==> src/rtl/fpx_pkg.sv <==
package fpx_pkg;

    localparam int NCLS = 6;
    localparam int CW_W = 64;

    // Class index = bit position in flag and cause vectors
    localparam int C_INV = 0;
    localparam int C_DZ  = 1;
    localparam int C_OVF = 2;
    localparam int C_UNF = 3;
    localparam int C_INX = 4;
    localparam int C_IDN = 5;

    // Plain stored fields of the control word: bits 26:16 and 2:0
    localparam logic [CW_W-1:0] CW_PLAIN_MASK = 64'h0000_0000_07FF_0007;

    typedef enum logic [0:0] {ST_IDLE = 1'b0, ST_TRAP = 1'b1} trap_st_e;

    // Control-word bit holding the trap enable of a class
    function automatic int en_pos(int c);
        case (c)
            0:       return 8;
            1:       return 9;
            2:       return 10;
            3:       return 11;
            4:       return 12;
            default: return 15;
        endcase
    endfunction

    function automatic logic [CW_W-1:0] en_mask(logic [NCLS-1:0] sup);
        logic [CW_W-1:0] m;
        m = '0;
        for (int c = 0; c < NCLS; c++) begin
            if (sup[c]) m[en_pos(c)] = 1'b1;
        end
        return m;
    endfunction

endpackage

==> src/rtl/fpx_ctrl_reg.sv <==
module fpx_ctrl_reg
    import fpx_pkg::*;
#(
    parameter logic [NCLS-1:0] TRAP_SUPPORT = '1
) (
    input  logic            clk,
    input  logic            rst_n,
    input  logic            we,
    input  logic [CW_W-1:0] wdata,
    output logic [CW_W-1:0] cw_q,
    output logic [NCLS-1:0] trap_en
);
    localparam logic [CW_W-1:0] KEEP = CW_PLAIN_MASK | en_mask(TRAP_SUPPORT);

    always_ff @(posedge clk) begin
        if (!rst_n)  cw_q <= '0;
        else if (we) cw_q <= wdata & KEEP;
    end

    for (genvar g = 0; g < NCLS; g++) begin : g_en
        assign trap_en[g] = cw_q[en_pos(g)];
    end
endmodule

==> src/rtl/fpx_event_shape.sv <==
module fpx_event_shape
    import fpx_pkg::*;
(
    input  logic            valid,
    input  logic [NCLS-1:0] raw,
    input  logic            flushed,
    input  logic            alt,
    input  logic            in_flush,
    input  logic            nan_other,
    input  logic            denorm_in,
    output logic [NCLS-1:0] ev
);
    logic idn_alt;

    always_comb begin
        idn_alt = denorm_in && !in_flush && !nan_other && !raw[C_INV] && !raw[C_DZ];
        ev        = raw;
        ev[C_INX] = raw[C_INX] | (alt & flushed);
        ev[C_IDN] = alt ? idn_alt : raw[C_IDN];
        if (!valid) ev = '0;
    end
endmodule

==> src/rtl/fpx_flag_trap.sv <==
module fpx_flag_trap
    import fpx_pkg::*;
(
    input  logic            clk,
    input  logic            rst_n,
    input  logic [NCLS-1:0] ev,
    input  logic            ftz,
    input  logic [NCLS-1:0] trap_en,
    input  logic            st_we,
    input  logic [NCLS-1:0] st_wdata,
    output logic [NCLS-1:0] flags,
    output logic            trap_req,
    output logic [NCLS-1:0] trap_cause
);
    trap_st_e        state_q, state_d;
    logic [NCLS-1:0] trapped, setv, pick, cause_q;

    always_comb begin
        trapped = ev & trap_en;
        if (ftz) trapped[C_UNF] = 1'b0;
        setv = ev & ~trapped;
        pick = '0;
        for (int i = NCLS - 1; i >= 0; i--) begin
            if (trapped[i]) pick = NCLS'(1) << i;
        end
        state_d = ST_IDLE;
        unique case (state_q)
            ST_IDLE: if (|trapped) state_d = ST_TRAP;
            ST_TRAP: if (|trapped) state_d = ST_TRAP;
            default: state_d = ST_IDLE;
        endcase
    end

    always_ff @(posedge clk) begin
        if (!rst_n) state_q <= ST_IDLE;
        else        state_q <= state_d;
    end

    always_ff @(posedge clk) begin
        if (!rst_n) begin
            flags   <= '0;
            cause_q <= '0;
        end else begin
            flags <= (st_we ? st_wdata : flags) | setv;
            if (|trapped) cause_q <= pick;
        end
    end

    always_comb begin
        unique case (state_q)
            ST_TRAP: begin trap_req = 1'b1; trap_cause = cause_q; end
            default: begin trap_req = 1'b0; trap_cause = '0;      end
        endcase
    end
endmodule

==> src/rtl/fpx_trap_unit.sv <==
module fpx_trap_unit
    import fpx_pkg::*;
#(
    parameter logic [5:0] TRAP_SUPPORT = 6'b111111
) (
    input  logic        clk,
    input  logic        rst_n,
    input  logic        cw_we,
    input  logic [63:0] cw_wdata,
    output logic [63:0] cw_rdata,
    input  logic        st_we,
    input  logic [5:0]  st_wdata,
    output logic [5:0]  st_rdata,
    input  logic        ev_valid,
    input  logic [5:0]  ev_raw,
    input  logic        ctx_ftz,
    input  logic        ctx_flushed,
    input  logic        ctx_alt,
    input  logic        ctx_in_flush,
    input  logic        ctx_nan_other,
    input  logic        ctx_denorm_in,
    output logic        trap_req,
    output logic [5:0]  trap_cause
);
    logic [NCLS-1:0] trap_en, ev_eff;

    fpx_ctrl_reg #(.TRAP_SUPPORT(TRAP_SUPPORT)) u_ctrl (
        .clk(clk), .rst_n(rst_n), .we(cw_we), .wdata(cw_wdata),
        .cw_q(cw_rdata), .trap_en(trap_en)
    );

    fpx_event_shape u_shape (
        .valid(ev_valid), .raw(ev_raw), .flushed(ctx_flushed), .alt(ctx_alt),
        .in_flush(ctx_in_flush), .nan_other(ctx_nan_other),
        .denorm_in(ctx_denorm_in), .ev(ev_eff)
    );

    fpx_flag_trap u_flag (
        .clk(clk), .rst_n(rst_n), .ev(ev_eff), .ftz(ctx_ftz), .trap_en(trap_en),
        .st_we(st_we), .st_wdata(st_wdata), .flags(st_rdata),
        .trap_req(trap_req), .trap_cause(trap_cause)
    );
endmodule

==> config.mk <==
export PLATFORM = sky130hd
export DESIGN_NAME = fpx_trap_unit
export DESIGN_NICKNAME = d
export VERILOG_FILES = /design/src/rtl/fpx_pkg.sv /design/src/rtl/fpx_ctrl_reg.sv /design/src/rtl/fpx_event_shape.sv /design/src/rtl/fpx_flag_trap.sv /design/src/rtl/fpx_trap_unit.sv
export SDC_FILE = /design/constraint.sdc
export NUM_CORES = 1
export LEC_CHECK = 0
export BUFFER_PORTS_ARGS = -buffer_cell sky130_fd_sc_hd__buf_2
export CAP_MARGIN = 10
export CORE_ASPECT_RATIO = 0.9
export CORE_MARGIN = 2
export CORE_UTILIZATION = 37
export CTS_BUF_LIST = sky130_fd_sc_hd__clkbuf_8 sky130_fd_sc_hd__clkbuf_16
export DETAILED_ROUTE_END_ITERATION = 7
export PLACE_DENSITY = 0.8
export SYNTH_ARGS = -nofsm -noshare
export SYNTH_HDL_FRONTEND = slang
export SYNTH_SLANG_ARGS = --single-unit
==> constraint.sdc <==
create_clock -name clk -period 1.9 [get_ports clk]
set_clock_uncertainty 0.15 [all_clocks]
set_input_delay 0.38 -clock clk [delete_from_list [all_inputs] [get_ports clk]]
set_output_delay 0.38 -clock clk [all_outputs]
set_load 0.02 [all_outputs]
==> results of run 1 <==
## flip-flops by register name (all words and copies together), names as in the netlist
register,cells
u_ctrl.cw_q,20
u_flag.cause_q,6
u_flag.flags,6
u_flag.state_q,1
## area by class of cell
class | instances | share of cell area
inverters | 3 | 0.00519
clock inverters | 1 | 0.00173
flip-flops and latches | 33 | 0.305
repair buffers | 81 | 0.200
clock buffers | 6 | 0.0381
well taps | 62 | 0.0358
multi-input cells | 140 | 0.415
## power by group through the flow
stage | Clock [mW] | Combinational, mW | Sequential (mW)
after floorplan | 0 | 0.252 | 0.815
after CTS | 0.536 | 0.349 | 0.755
after global routing | 0.569 | 0.375 | 0.759
after detailed placement | 0 | 0.348 | 0.769
final | 0.516 | 0.346 | 0.755
after global placement | 0 | 0.343 | 0.768
## worst min path at each step
stage | startpoint | endpoint | slack, ns | depth (start not counted)
detailed placement | u_flag.cause_q[0] | u_flag.cause_q[0] | 0.30 | 1
CTS | cw_wdata[16] | u_ctrl.cw_q[16] | 0.20 | 3
global placement | u_flag.cause_q[3] | u_flag.cause_q[3] | 0.29 | 1
floorplan | u_flag.cause_q[3] | u_flag.cause_q[3] | 0.27 | 1
global route | cw_wdata[16] | u_ctrl.cw_q[16] | 0.22 | 3
finish | cw_wdata[12] | u_ctrl.cw_q[12] | 0.22 | 3
## logic make-up (layout without fill, tap and decap cells)
logic type,count (synthesis),count (layout),synth area share
AO/OA/AOI/OAI,20,20,0.0876
buffers and inverters,54,91,0.210
flip-flops,33,33,0.373
multiplexers,26,26,0.147
other,1,44,0.00212
AND/OR/NAND/NOR,50,50,0.180
## routing by layer
layer | up-vias | GRT usage
met5 | - | 0
met4 | 0 | 0.0485
met3 | 2 | 0.0755
met2 | 80 | 0.211
met1 | 607 | 0.173
li1 | 688 | -
## worst max-delay path, stage by stage (launching register included)
cell      delay [ns]
dfxtp_1         0.31
a22oi_1         0.21
o21ai_1         0.18
nor4_2          0.46
a2bb2o_1        0.20
## placed cells by master, fill, tap and decap left out, types with 2 or more instances in the layout
cell type and n:
dfxtp_1 33, nand2_1 8, inv_1 4, and2_1 10
nor2_1 2, nor2b_1 20, o2bb2ai_1 2, buf_4 5
nand3_1 3, conb_1 44, o21ai_1 2, mux2i_1 26
clkbuf_8 6, buf_2 75, o21ai_0 5
==> flow_metrics.env, run 1 <==
export IMPL_status="finished clean"
export IMPL_dp_hpwl_um=2980
export IMPL_slew_violations=0
export IMPL_routedLengthMet1_um=1690
export IMPL_maxCapViolCount=0
export IMPL_startpoint="u_ctrl.cw_q[9]"
export IMPL_grt_max_degree=29
export IMPL_async_flop_share=0
export IMPL_cts_buffer_depth=2
export IMPL_p_switching_uw=478
export IMPL_r2r_slack_ns=0.34
export IMPL_placed_area_um2=2080
export IMPL_syn_inst=184
export IMPL_ys_ff_latch=33
export IMPL_vias=1377
export IMPL_numPortBuffers=75
export IMPL_crit_path_end_kind="register"
export IMPL_grt_overflow=0
export IMPL_p_comb_frac=0.214
export IMPL_cts_tree="built"
export IMPL_fin_cells=326
export IMPL_area_growth_pct=22.4
export IMPL_fin_setup_tns_ns=0
export IMPL_routedWlPerCell_um=11.7
export IMPL_synth_avg_cell_area_um2=9.63
export IMPL_drt_pass1_iter_count=4
export IMPL_arrival_ns=1.64
export IMPL_synth_edf_count=0
export IMPL_cp_data_required_time_ns=1.97
export IMPL_r2r_end="u_flag.cause_q[2]"
export IMPL_worst_slack_ns=0.337
export IMPL_initial_core_util=0.392
export IMPL_yosys_warnings=0
export IMPL_p_int_mw=1.14
export IMPL_viasPerCell=4.22
export IMPL_timing_final_crit_share=0.822
export IMPL_multi_input_area_um2=900
export IMPL_synth_most_common_cell="buf_4"
export IMPL_ctsHtreeMaxLevel=2
export IMPL_die_w_um=76.9
export IMPL_r2r_start="u_ctrl.cw_q[9]"
export IMPL_drcViolationCount=0
export IMPL_leakage_nw=1.15
export IMPL_synthFlopType="dfxtp_1"
export IMPL_final_core_util=0.480
export IMPL_placed_cells=319
export IMPL_gp_congestion=0.730
export IMPL_finalSetupViolations=0
export IMPL_clk_pin_slew_worst_paths_ns=0.06
export IMPL_dieArea_um2=5360
export IMPL_yosysTopAreaCellShare=0.373
export IMPL_dieHeight_um=69.6
export IMPL_cts_setup_buffers=0
export IMPL_antenna_cells=0
export IMPL_track_usage=0.141
export IMPL_vdd_drop_max_uv=499
export IMPL_netlist_top_cells_count="buf_4 (44), dfxtp_1 (33), mux2i_1 (26)"
export IMPL_synth_distinct_cells=33
export IMPL_io_pins=164
export IMPL_ant_nets=0
export IMPL_fillers=433
export IMPL_insertion_delay_ns=0.27
export IMPL_hold_path_class="primary input to register"
export IMPL_cts_root_buf="clkbuf_8"
export IMPL_yosys_area_top_type="dfxtp_1"
export IMPL_r2r_cells=4
export IMPL_synth_yosys_seq_area_share=0.373
export IMPL_synth_area_um2=1770
export IMPL_dp_slack_ns=0.135
export IMPL_hold_ws_ns=0.217
export IMPL_highest_layer="met4"
export IMPL_cts_inserted_buffers=5
export IMPL_switching_share=0.295
export IMPL_power_frac_clock=0.319
export IMPL_final_nets=351
export IMPL_cts_sinks=33
export IMPL_stdcell_area_um2=2170
export IMPL_dr_wl_met2_um=1640
export IMPL_holdBufCountCts=0
export IMPL_fin_crit_ns=1.56
export IMPL_power_density_nw_per_um2=746
export IMPL_antenna_found_initial=0
export IMPL_drive_gt1_frac=0.348
export IMPL_drt_initial_drc_count=33
export IMPL_p_total_mw=1.62
export IMPL_drt_total_wl_um=3810
export IMPL_worstPathMaxFanout=5
export IMPL_power_frac_seq=0.467
export IMPL_postCtsResizedCells=0
export IMPL_startpoint_type="register"
export IMPL_max_freq_mhz=640
export IMPL_core_um2=4520
export IMPL_finalHoldViolCount=0
export IMPL_rsz0062_at_grt="no"
export IMPL_crit_path_end="u_flag.cause_q[2]"
export IMPL_ff_latch_area_um2=661
export IMPL_met3_length_um=453
export IMPL_grt_pass1_wl_um=5950
export IMPL_grt_pass1_vias=1311
export IMPL_num_rows=23
export IMPL_synth_area_leaders="dfxtp_1 (37%), buf_4 (19%), mux2i_1 (15%)"
export IMPL_crit_type="register to register"
No activity file was read; power rests on OpenSTA's default activity.
==> run 2, diff against run 1 <==
==> constraint.sdc (replaced) <==
create_clock -name clk -period 1.6 [get_ports clk]
set_clock_uncertainty 0.15 [all_clocks]
set_input_delay 0.32 -clock clk [delete_from_list [all_inputs] [get_ports clk]]
set_output_delay 0.32 -clock clk [all_outputs]
set_load 0.02 [all_outputs]
==> run 2 against run 1 <==
Net effect:
- register-to-register slack worse by 0.22 ns
- wire length is 3.7% higher
- setup slack worse by 0.22 ns
- final area is 2.5% higher
- sequential share of layout area is 0.75 points lower
- worst hold slack worse by 0.071 ns
- count of clock-buffer cells in the layout is 1 lower
- via count is 3.0% higher
- global-route usage is 0.46 points higher
- critical path depth is 2 lower
- die area stayed put
- combinational power is 23% higher
- critical path type is now register to primary output
==> flow_metrics.env, run 2 (synthesized netlist as in run 1, its figures left out) <==
export IMPL_status="finished clean"
export IMPL_grt_pass1_vias=1342
export IMPL_cts_sinks=33
export IMPL_dieHeight_um=69.6
export IMPL_dp_hpwl_um=3120
export IMPL_clk_pin_slew_worst_paths_ns=0.06
export IMPL_numPortBuffers=75
export IMPL_drive_gt1_frac=0.363
export IMPL_cp_data_required_time_ns=1.13
export IMPL_cts_buffer_depth=2
export IMPL_final_common_cell="buf_2"
export IMPL_drt_initial_drc_count=31
export IMPL_cts_root_buf="clkbuf_8"
export IMPL_gp_congestion=0.786
export IMPL_area_growth_pct=25.5
export IMPL_drt_pass1_iter_count=4
export IMPL_leakage_nw=1.19
export IMPL_placed_cells=327
export IMPL_drt_total_wl_um=3950
export IMPL_dieArea_um2=5360
export IMPL_startpoint_type="register"
export IMPL_largest_reg_flops=20
export IMPL_io_pins=164
export IMPL_antenna_cells=0
export IMPL_slew_violations=0
export IMPL_grt_pass1_wl_um=6140
export IMPL_rsz0062_at_grt="no"
export IMPL_max_freq_mhz=676
export IMPL_finalHoldViolCount=0
export IMPL_mostFrequentLayoutCells="buf_2 (75), conb_1 (44), dfxtp_1 (33)"
export IMPL_drcViolationCount=0
export IMPL_vdd_drop_max_uv=546
export IMPL_ant_nets=0
export IMPL_arrival_ns=1.01
export IMPL_hold_ws_ns=0.146
export IMPL_die_w_um=76.9
export IMPL_num_rows=23
export IMPL_insertion_delay_ns=0.28
export IMPL_routedWlPerCell_um=11.8
export IMPL_final_nets=359
export IMPL_crit_path_end_kind="primary output"
export IMPL_maxCapViolCount=0
export IMPL_antenna_found_initial=0
export IMPL_fin_crit_ns=1.48
export IMPL_ff_latch_area_um2=661
export IMPL_power_density_nw_per_um2=853
export IMPL_hold_path_class="primary input to register"
export IMPL_worstPathMaxFanout=7
export IMPL_reg_top3="u_ctrl.cw_q: 20 flops, u_flag.cause_q: 6 flops, u_flag.flags: 6 flops"
export IMPL_cts_tree="built"
export IMPL_timing_final_crit_share=0.925
export IMPL_core_um2=4520
export IMPL_finalSetupViolations=0
export IMPL_grt_overflow=0
export IMPL_crit_type="register to primary output"
export IMPL_initial_core_util=0.392
export IMPL_cts_inserted_buffers=5
export IMPL_holdBufCountCts=0
export IMPL_viasPerCell=4.23
export IMPL_grt_max_degree=29
export IMPL_ctsHtreeMaxLevel=2
export IMPL_track_usage=0.146
export IMPL_vias=1418
export IMPL_multi_input_area_um2=901
export IMPL_fillers=434
export IMPL_regMostFlops="u_ctrl.cw_q"
export IMPL_fin_cells=335
-- run 2: path summary, 6_finish.rpt --
kind                      from                 to  slack, ns  cells after the start
max             u_flag.state_q      trap_cause[2]       0.12                      2
min               cw_wdata[22]    u_ctrl.cw_q[22]       0.15                      3
max reg2reg    u_ctrl.cw_q[15]  u_flag.cause_q[2]       0.12                      4
min reg2reg  u_flag.cause_q[3]  u_flag.cause_q[3]       0.31                      1
-- run 2: what timing repair did --
action / CTS / global route
resized for setup: 0 / 1
endpoints found under the setup margin: 0 / 1
setup buffers: 0 / 0
-- run 2: layer usage --
metal | track usage | vias up | share of wire
li1 | - | 703 | -
met1 | 0.173 | 626 | 0.43
met2 | 0.238 | 82 | 0.45
met3 | 0.0521 | 7 | 0.11
met4 | 0.0606 | 0 | 0.014
met5 | 0 | - | 0
-- run 2: metrics by stage --
stage / total power [mW] / setup WS, ns / utilization / area (um^2) / TNS, ns
floorplan: 1.27 / 0.00994 / - / 1930 / 0
global placement: 1.33 / -0.0382 / 0.474 / 2140 / -0.0882
detailed placement: 1.34 / -0.0560 / 0.474 / 2140 / -0.183
CTS: 1.92 / 0.104 / 0.492 / 2220 / 0
global route: 2.00 / 0.0244 / 0.492 / 2220 / 0
finish: 1.90 / 0.120 / 0.492 / 2220 / 0
-- run 2: report_power, final --
part	leakage (nW)	switching [mW]	total, mW	internal [mW]
combinational	0.867	0.267	0.427	0.160
sequential	0.272	0.0267	0.896	0.870
clock	0.0519	0.284	0.574	0.289
total	1.19	0.578	1.90	1.32
-- run 2: cell type report --
cell class / instances / share of cell area
Inverter: 3 / 0.00506
Timing Repair Buffer: 89 / 0.222
Tap cell: 62 / 0.0349
Clock buffer: 5 / 0.0310
Clock inverter: 3 / 0.00506
Multi-Input combinational cell: 140 / 0.405
Sequential cell: 33 / 0.297
-- run 2: critical path, stage by stage, from the launching register on --
cell	delay, ns
dfxtp_1	0.42
and2_1	0.15
buf_2	0.16
